--- src/rtl/bsl_pkg.sv ---
package bsl_pkg;

    typedef enum logic [2:0] {
        ST_IDLE,
        ST_WREF,
        ST_ACCESS,
        ST_ACK,
        ST_HOLD,
        ST_SEP
    } bsl_state_e;

    // bit positions inside the synchronized control vector
    localparam int unsigned CMD_MRD = 0;
    localparam int unsigned CMD_MWT = 1;
    localparam int unsigned CMD_IOR = 2;
    localparam int unsigned CMD_IOW = 3;
    localparam int unsigned CMD_INH = 4;
    localparam int unsigned CMD_N   = 5;

endpackage

--- src/rtl/bsl_sync.sv ---
module bsl_sync #(
    parameter int unsigned W       = 5,
    parameter logic [W-1:0] RST_VAL = '1
) (
    input  logic         clk,
    input  logic         rst_n,
    input  logic [W-1:0] d_i,
    output logic [W-1:0] q_o
);
    typedef struct packed {
        logic [W-1:0] s1;
        logic [W-1:0] s2;
    } sync_t;

    sync_t sy_d, sy_q;

    always_comb begin
        sy_d.s1 = d_i;
        sy_d.s2 = sy_q.s1;
    end

    always_ff @(posedge clk or negedge rst_n) begin
        if (!rst_n) begin
            sy_q.s1 <= RST_VAL;
            sy_q.s2 <= RST_VAL;
        end else begin
            sy_q <= sy_d;
        end
    end

    assign q_o = sy_q.s2;

endmodule

--- src/rtl/bsl_refresh.sv ---
module bsl_refresh #(
    parameter int unsigned PERIOD = 64,
    parameter int unsigned LAT    = 4
) (
    input  logic clk,
    input  logic rst_n,
    input  logic start_i,
    output logic pending_o,
    output logic busy_o
);
    localparam int unsigned PW = (PERIOD > 1) ? $clog2(PERIOD) : 1;
    localparam int unsigned LW = $clog2(LAT + 1);

    typedef struct packed {
        logic [PW-1:0] per;
        logic          pend;
        logic          busy;
        logic [LW-1:0] cnt;
    } ref_t;

    ref_t rf_d, rf_q;
    logic wrap;

    always_comb begin
        rf_d = rf_q;
        wrap = (rf_q.per == PW'(PERIOD - 1));
        rf_d.per  = wrap ? '0 : rf_q.per + 1'b1;
        rf_d.pend = (rf_q.pend & ~start_i) | wrap;
        if (start_i) begin
            rf_d.busy = 1'b1;
            rf_d.cnt  = LW'(LAT - 1);
        end else if (rf_q.busy) begin
            if (rf_q.cnt == '0) rf_d.busy = 1'b0;
            else                rf_d.cnt  = rf_q.cnt - 1'b1;
        end
    end

    always_ff @(posedge clk or negedge rst_n) begin
        if (!rst_n) rf_q <= '0;
        else        rf_q <= rf_d;
    end

    assign pending_o = rf_q.pend;
    assign busy_o    = rf_q.busy;

    AST_REF_START_PENDING: assert property (@(posedge clk) disable iff (!rst_n)
        start_i |-> rf_q.pend);
    AST_REF_START_BUSY: assert property (@(posedge clk) disable iff (!rst_n)
        start_i |=> busy_o);

endmodule

--- src/rtl/bsl_ram.sv ---
module bsl_ram #(
    parameter int unsigned DEPTH = 256,
    parameter int unsigned DW    = 8,
    localparam int unsigned AW   = $clog2(DEPTH)
) (
    input  logic          clk,
    input  logic          we_i,
    input  logic [AW-1:0] waddr_i,
    input  logic [DW-1:0] wdata_i,
    input  logic [AW-1:0] raddr_i,
    output logic [DW-1:0] rdata_o
);
    logic [DW-1:0] mem_q [DEPTH];

    always_ff @(posedge clk) begin
        if (we_i) mem_q[waddr_i] <= wdata_i;
    end

    assign rdata_o = mem_q[raddr_i];

endmodule

--- src/rtl/bsl_slave.sv ---
module bsl_slave
    import bsl_pkg::*;
#(
    parameter int unsigned ADDR_W    = 20,
    parameter int unsigned DATA_W    = 8,
    parameter int unsigned RAM_BASE  = 32'h0000_1000,
    parameter int unsigned RAM_WORDS = 256,
    parameter int unsigned IO_PORT   = 32'h0000_0040,
    parameter int unsigned ACC_LAT   = 3,
    parameter int unsigned REF_LAT   = 4,
    parameter int unsigned REF_PERIOD = 64,
    parameter int unsigned SEP_CYC   = 4
) (
    input  logic              clk,
    input  logic              rst_n,
    input  logic [ADDR_W-1:0] adr_i,
    input  logic [DATA_W-1:0] dat_i,
    output logic [DATA_W-1:0] dat_o,
    output logic              dat_oe,
    input  logic              mrdc_n,
    input  logic              mwtc_n,
    input  logic              iorc_n,
    input  logic              iowc_n,
    input  logic              inh_n,
    output logic              xack_n
);
    localparam int unsigned RAM_AW = $clog2(RAM_WORDS);
    localparam int unsigned CMAX   = (ACC_LAT > SEP_CYC) ? ACC_LAT : SEP_CYC;
    localparam int unsigned CW     = $clog2(CMAX + 1);
    localparam int unsigned GW     = $clog2(SEP_CYC + 1);

    typedef struct packed {
        bsl_state_e        st;
        logic [CW-1:0]     cnt;
        logic              rd;
        logic              io;
        logic [RAM_AW-1:0] addr;
        logic [DATA_W-1:0] wdat;
        logic [DATA_W-1:0] rdat;
        logic [DATA_W-1:0] ioreg;
    } ctl_t;

    ctl_t c_d, c_q;

    logic [CMD_N-1:0]  raw_n, syn_n;
    logic              mrd, mwt, ior, iow, inh_act, any_cmd, mem_cmd;
    logic              in_win, io_hit, hit;
    logic              ref_pending, ref_busy, ref_start;
    logic              ram_we;
    logic [DATA_W-1:0] ram_rdata;

    assign raw_n = {inh_n, iowc_n, iorc_n, mwtc_n, mrdc_n};

    bsl_sync #(.W(CMD_N), .RST_VAL('1)) u_sync (
        .clk(clk), .rst_n(rst_n), .d_i(raw_n), .q_o(syn_n)
    );

    bsl_refresh #(.PERIOD(REF_PERIOD), .LAT(REF_LAT)) u_refresh (
        .clk(clk), .rst_n(rst_n), .start_i(ref_start),
        .pending_o(ref_pending), .busy_o(ref_busy)
    );

    bsl_ram #(.DEPTH(RAM_WORDS), .DW(DATA_W)) u_ram (
        .clk(clk), .we_i(ram_we), .waddr_i(c_q.addr), .wdata_i(c_q.wdat),
        .raddr_i(c_q.addr), .rdata_o(ram_rdata)
    );

    assign mrd     = ~syn_n[CMD_MRD];
    assign mwt     = ~syn_n[CMD_MWT];
    assign ior     = ~syn_n[CMD_IOR];
    assign iow     = ~syn_n[CMD_IOW];
    assign inh_act = ~syn_n[CMD_INH];
    assign mem_cmd = mrd | mwt;
    assign any_cmd = mrd | mwt | ior | iow;

    assign in_win = (32'(adr_i) >= RAM_BASE) && (32'(adr_i) < RAM_BASE + RAM_WORDS);
    assign io_hit = (32'(adr_i) == IO_PORT);
    assign hit    = mem_cmd ? (in_win & ~inh_act) : io_hit;

    always_comb begin
        c_d       = c_q;
        ram_we    = 1'b0;
        ref_start = 1'b0;
        unique case (c_q.st)
            ST_IDLE: begin
                if (ref_pending) begin
                    ref_start = 1'b1;
                    c_d.st    = ST_WREF;
                end else if (any_cmd) begin
                    c_d.rd   = mrd | (~mwt & ior);
                    c_d.io   = ~mem_cmd;
                    c_d.addr = RAM_AW'(32'(adr_i) - RAM_BASE);
                    c_d.wdat = dat_i;
                    if (hit) begin
                        c_d.st  = ST_ACCESS;
                        c_d.cnt = CW'(ACC_LAT - 1);
                    end else begin
                        c_d.st  = ST_HOLD;
                    end
                end
            end
            ST_WREF: begin
                if (!ref_busy) c_d.st = ST_IDLE;
            end
            ST_ACCESS: begin
                if (c_q.cnt == '0) begin
                    c_d.st = ST_ACK;
                    if (c_q.io) begin
                        if (c_q.rd) c_d.rdat  = c_q.ioreg;
                        else        c_d.ioreg = c_q.wdat;
                    end else begin
                        if (c_q.rd) c_d.rdat = ram_rdata;
                        else        ram_we   = 1'b1;
                    end
                end else begin
                    c_d.cnt = c_q.cnt - 1'b1;
                end
            end
            ST_ACK, ST_HOLD: begin
                if (!any_cmd) begin
                    c_d.st  = ST_SEP;
                    c_d.cnt = CW'(SEP_CYC - 1);
                end
            end
            ST_SEP: begin
                if (c_q.cnt == '0) c_d.st  = ST_IDLE;
                else               c_d.cnt = c_q.cnt - 1'b1;
            end
            default: c_d.st = ST_IDLE;
        endcase
    end

    always_ff @(posedge clk or negedge rst_n) begin
        if (!rst_n) begin
            c_q    <= '0;
            c_q.st <= ST_IDLE;
        end else begin
            c_q <= c_d;
        end
    end

    assign xack_n = ~(c_q.st == ST_ACK);
    assign dat_oe = (c_q.st == ST_ACK) & c_q.rd;
    assign dat_o  = c_q.rdat;

    // cycles with acknowledge high since the last acknowledge, saturating
    logic [GW-1:0] gap_q;
    always_ff @(posedge clk or negedge rst_n) begin
        if (!rst_n)                    gap_q <= GW'(SEP_CYC);
        else if (!xack_n)              gap_q <= '0;
        else if (gap_q != GW'(SEP_CYC)) gap_q <= gap_q + 1'b1;
    end

    AST_WE_NOT_IN_REFRESH: assert property (@(posedge clk) disable iff (!rst_n)
        ram_we |-> !ref_busy);
    AST_ACK_WITH_CMD: assert property (@(posedge clk) disable iff (!rst_n)
        $fell(xack_n) |-> any_cmd);
    AST_ACK_RELEASE: assert property (@(posedge clk) disable iff (!rst_n)
        (!xack_n && !any_cmd) |=> (xack_n && !dat_oe));
    AST_INH_BLOCKS: assert property (@(posedge clk) disable iff (!rst_n)
        (c_q.st == ST_IDLE && !ref_pending && mem_cmd && inh_act) |=> (c_q.st == ST_HOLD));
    AST_OUT_OF_WINDOW: assert property (@(posedge clk) disable iff (!rst_n)
        (c_q.st == ST_IDLE && !ref_pending && mem_cmd && !in_win) |=> (c_q.st == ST_HOLD));
    AST_SEP_GAP: assert property (@(posedge clk) disable iff (!rst_n)
        $fell(xack_n) |-> (gap_q >= GW'(SEP_CYC)));

endmodule

--- config.mk ---
export PLATFORM = sky130hd
export DESIGN_NAME = bsl_slave
export DESIGN_NICKNAME = d
export VERILOG_FILES = /design/src/rtl/bsl_pkg.sv /design/src/rtl/bsl_sync.sv /design/src/rtl/bsl_refresh.sv /design/src/rtl/bsl_ram.sv /design/src/rtl/bsl_slave.sv
export SDC_FILE = /design/constraint.sdc
export NUM_CORES = 2
export LEC_CHECK = 0
export ABC_AREA = 0
export BUFFER_PORTS_ARGS = -buffer_cell sky130_fd_sc_hd__buf_4
export CORE_ASPECT_RATIO = 1.5
export CORE_MARGIN = 2
export CORE_UTILIZATION = 57
export CTS_CLUSTER_SIZE = 25
export DETAILED_ROUTE_END_ITERATION = 16
export MAX_ROUTING_LAYER = met4
export PLACE_DENSITY = 0.73
export SLEW_MARGIN = 20
export SYNTH_ARGS = -nofsm -noshare
export SYNTH_HDL_FRONTEND = slang
export SYNTH_HIERARCHICAL = 1
export SYNTH_SLANG_ARGS = --single-unit
--- constraint.sdc ---
create_clock -name clk -period 4.2 [get_ports clk]
set_clock_uncertainty 0.2 [all_clocks]
set_input_delay 0.84 -clock clk [delete_from_list [all_inputs] [get_ports clk]]
set_output_delay 0.84 -clock clk [all_outputs]
set_load 0.01 [all_outputs]
After elaboration in Yosys (flattened, before gate mapping)
Memory sizes are Yosys's and may differ from the RTL's.
Cells that the tools add are included.
- flip-flop bits (word level): 61
- bits in latches: 0
- memory bits (writable): 2048
- memory bits (read-only): 0
- input port bits: 35
- output and inout port bits: 10
- word-level logic and storage cells: 99
- memories: 1
- add/subtract/negate cells: 4
- multipliers: 0
- divide/modulo/power cells: 0
- magnitude comparators: 2
- eq/ne operators: 17
- shift operators: 0
- muxes and demuxes: 29
- bitwise logic cells: 18
- reductions and logical operators: 14
- memory list (memory ; words ; width ; rd ports ; clocked after memory_dff ; write ports ; line ; text):
    u_ram.mem_q ; 256 ; 8 ; 1 ; 0 ; 1 ; bsl_ram.sv:13 ; logic [DW-1:0] mem_q [DEPTH];
- operators by type and width (operator ; number):
    $mux 24 ; 1
    $mux 3 ; 8
    $mux 8 ; 3
    $mux 21 ; 1
    $eq 20x7->1 const B ; 1
    $ge 20x13->1 const B ; 1
    $lt 20x13->1 const B ; 1
    $ne 2x2->1 const B ; 8
    $pmux 3 s5 ; 1
    $mux 6 ; 2
    $mux 1 ; 10
    $logic_not 3->1 ; 3
    $not 1->1 ; 9
    $pmux 3 s3 ; 1
    $mux 4 ; 2
    $sub 8x1->8 const B ; 1
    $add 6x1->6 const B ; 1
    $eq 3x2->1 const B ; 2
    $eq 3x3->1 const B ; 2
    $eq 6x6->1 const B ; 1
    $reduce_and 3->1 ; 2
    $reduce_and 6->1 ; 1
    $sub 3x1->3 const B ; 2
    $or 1x1->1 ; 5
    other kinds (11) ; 15

Logic depth before layout (Yosys ltp)
- depth in word-level cells: 8
- depth in mapped cells: 13
- mapped depth without buffers: 8

By module
The synthesis kept the hierarchy.
- by module, submodules not included (module ; times used ; cells each ; area an instance (um^2) ; sequential area each (um^2)):
    bsl_ram ; 1 ; 3725 ; 79396.1 ; 61499.0
    bsl_slave ; 1 ; 183 ; 2062.0 ; 1001.0
    bsl_refresh ; 1 ; 44 ; 484.2 ; 275.3
    bsl_sync ; 1 ; 10 ; 262.8 ; 262.8

Least setup slack after synthesis
No wires, ideal clock.
- path type: reg2reg
- start point: reg c_q[16] (netlist bit)
- end point: mem u_ram.mem_q[0][0], data pin
- library setup time: 805 ps
- arrival: 3190 ps
- required time: 3195 ps
- slack: 5 ps
- cell stages (with the launch flop): 1
- path buffers: 0
- period minus slack after synthesis: 4195 ps
- path through: dfrtp_1
- RTL lines (what ; line ; text):
    from (decl) ; bsl_slave.sv:43 ; ctl_t c_d, c_q;
    to (decl) ; bsl_ram.sv:13 ;
No word-level cell before the write port.

Worst setup path in the final report
- start point: reg c_q[24] (netlist bit)
- end point: reg c_q (netlist bit dat_o[2])
- word-level cells in the longest chain between the ends: 3
- ends and longest elaborated chain (what ; line ; text):
    $mem_v2 256x8 ; - ;
    via ram_rdata[2] ; bsl_slave.sv:50 ; logic [DATA_W-1:0] ram_rdata;
    $mux 8 ; bsl_slave.sv:112 ; if (c_q.rd) c_d.rdat = ram_rdata;
    $mux 8 ; bsl_slave.sv:108 ; if (c_q.io) begin
The timed path passes the listed nets, and every way through them passes these cells. The select of a mux whose other input is x is not followed.
A chain may end at the register's enable or synchronous reset.

==> flow_summary.yaml <==
outcome:
  outcome: "finished clean"
grt:
  antenna_found_initial: 2
  globalRouteOverflowTotal: 0
  grt_pass1_wl_um: 289900
  grt_pass1_vias: 42810
  grt_max_degree: 158
  grt.total_usage: 0.2826
setup_path:
  cp_top_family: "buffers and inverters"
  slowest_stage: "dfrtp_4"
  end_kind: "flop"
  slowest_delay_ps: 770
  path_buf_inv: 3
  cp_max_fo: 18
  rr_startpoint: "c_q[24]$_DFFE_PN0P_"
  cp.required_ps: 4680
  crit_start: "c_q[24]$_DFFE_PN0P_"
  crit_path_start_kind: "flop"
  crit_path_frequent_cell: "buf_4"
  cp.arrival_ps: 4600
  crit_type: "reg -> reg"
  critical_path.cell_chain: "buf_12 > buf_4 > mux4_2 > a22oi_1 > a21oi_1 > nor4_1 > buf_4 > nor4_2 > mux2i_1 > o21ai_0"
logic_synthesis:
  syn_inst: 3962
  ys_warn_count: 6
  avgSynthCellArea_um2: 20.75
  ys_async_sr_fraction: 0.02892
  synthFlopType: "edfxtp_1"
  ys_ff_latch: 2109
  syn-cell-area_mm2: 0.08221
  synth_nets: 4002
  seq_area_frac_synth: 0.7668
  synth_edf_count: 2048
  synth.distinct_cells: 79
place:
  port_buffers: 44
  place_inst: 6073
  place_ws_ps: 164.0
  hpwl_um: 127700
  gp_congestion: 0.9447
floorplanning:
  fp.dieH_um: 469.1
  row_count: 170
  die_x_um: 314.1
  die_area_mm2: 0.1473
  core_mm2: 0.1432
  initial_core_util: 0.5743
  io_pins: 45
cts:
  htreeDepth: 4
  ctsResizeCount: 0
  cts.sinks: 2109
  post_cts_buffers: 0
  cts_tree: "built"
  cts_made_buffers: 180
  worstSkewPairLatency_ps: 840
  hold_buffers: 14
  cts_max_path_buffers: 3
  cts.reportedPaths.clkPinSlew_ps: 70
  cts_root_buffer: "clkbuf_16"
pwr:
  power_density_mw_per_mm2: 683.2
  intPower_uw: 42860
  worst_ir_drop_vdd_v: 0.0005050
  swShare: 0.3253
  p_switching_uw: 20660
  clockPowerShare: 0.258
  power_frac_seq: 0.436
  comb_power_share: 0.306
  p_leak_uw: 0.02975
finish:
  register_area_mm2: 0.06309
  stdcell_count: 6417
  nNetsFinal: 4418
  layout_common_cells: "2048 x edfxtp_1, 454 x mux4_2, 433 x buf_4"
  syn_to_final_growth_pct: 13.09
  multi_input_area_mm2: 0.01760
  final_common_cell: "edfxtp_1"
  layout-drive-gt1-share: 0.2728
  nFillCells: 9080
  final_core_util: 0.6494
routing:
  drt_iter0_markers: 5076
  first_pass_iters: 6
  via_per_inst: 6.509
  post_drt_wl_per_cell_um: 31.05
  ant_nets: 0
  drt-total-wl_um: 199300
  remaining_drc_errors: 0
  vias: 41770
min_path:
  holdCritStartpoint: "dat_i[6]"
  hp-class: "in -> reg"
timing:
  tightestPinTransition_ps: 1148
  setup_tns_ps: 0
  relSlewSlack: 0.2275
  setup_viol: 0
  finalHoldViolCount: 0
  period_minus_slack_ps: 4117
  fmax_mhz: 242.9
  rsz0062_at_grt: "no"
  maxSlewViolCount: 0
  hold_ws_ps: 38.36
  period_share: 0.9803
  setup_ws_ps: 82.54
job:
  cap_viol_max_count: 0
## power by group through the flow
stage | Clock, uW | Sequential, uW | Combinational, uW
floorplan | 0 | 29000 | 11100
global placement | 0 | 28200 | 18800
detailed placement | 0 | 28300 | 19100
CTS | 16600 | 27800 | 19200
global route | 17300 | 27800 | 20300
finish | 16400 | 27700 | 19400
## worst register-to-register path, stage by stage, from the launching register on
cell and delay, ps:
dfrtp_4 770, buf_12 330, buf_4 340, mux4_2 560
a22oi_1 420, a21oi_1 210, nor4_1 670, buf_4 230
nor4_2 50, mux2i_1 110, o21ai_0 80
## cells in the mapped netlist (all sizes together), types with 43 or more instances
library cell	count	share of area
dfrtp	51	0.016
mux4	456	0.13
a22oi	134	0.012
buf	136	0.014
edfxtp	2048	0.75
nand3	43	0.0026
mux2i	144	0.018
nand2	47	0.0023
clkbuf	112	0.0051
nor2	295	0.014
a21oi	102	0.0062
o221ai	47	0.0051
## registers in the layout, indices dropped and copies added, names as in the netlist
signal and flops:
u_ram/mem_q 2048, c_q 32, u_refresh/rf_q 9, dat_o 8, u_sync/q_o 5, u_sync/sy_d 5
u_refresh/busy_o 1, u_refresh/pending_o 1
## cell families after synthesis
group,Yosys count,share of synthesized area
flip-flops,2109,0.7668
buffers and inverters,262,0.01962
AND/OR/NAND/NOR,530,0.02986
AO/OA/AOI/OAI,427,0.03651
multiplexers,625,0.1460
XOR/XNOR,4,0.0004263
adder cells (fa/ha/maj),5,0.0007610
## routing by layer
metal  part of all wire  GRT usage  up-vias
li1                   -          -    17290
met1               0.35     0.3382    21890
met2               0.53     0.4773     2139
met3              0.077    0.04188      448
met4              0.052     0.1308        0
met5                  0          -        -
## area by class of cell
| cell class | instances | share of cell area |
|---|---|---|
| well taps | 1892 | 0.02546 |
| clock buffers | 238 | 0.05233 |
| clock inverters | 90 | 0.009650 |
| multi-input cells | 1591 | 0.1893 |
| inverters | 14 | 0.0005653 |
| flip-flops and latches | 2109 | 0.6786 |
| repair buffers | 482 | 0.04409 |
| diodes | 1 | 0.00002692 |
## worst paths after layout
kind | endpoint | slack [ps] | cells past startpoint
min in group asynchronous | c_q[26]$_DFFE_PN0P_ | 470 | 2
min | c_q[22]$_DFFE_PN0P_ | 40 | 2
max | dat_o[2]$_DFFE_PN0P_ | 80 | 10
max in group asynchronous | c_q[17]$_DFFE_PN0P_ | 2690 | 2
min reg2reg | u_sync/q_o[2]$_DFF_PN1_ | 160 | 0
max reg2reg | dat_o[2]$_DFFE_PN0P_ | 80 | 10
## through the flow
step	area [um2]	power, uW
4_1_cts	92940	63610
2_1_floorplan	82210	40100
6_report	92970	63520
3_5_place_dp	87030	47350
5_1_grt	92970	65340
3_3_place_gp	87030	46990
Power figures use the tool's default switching activity.
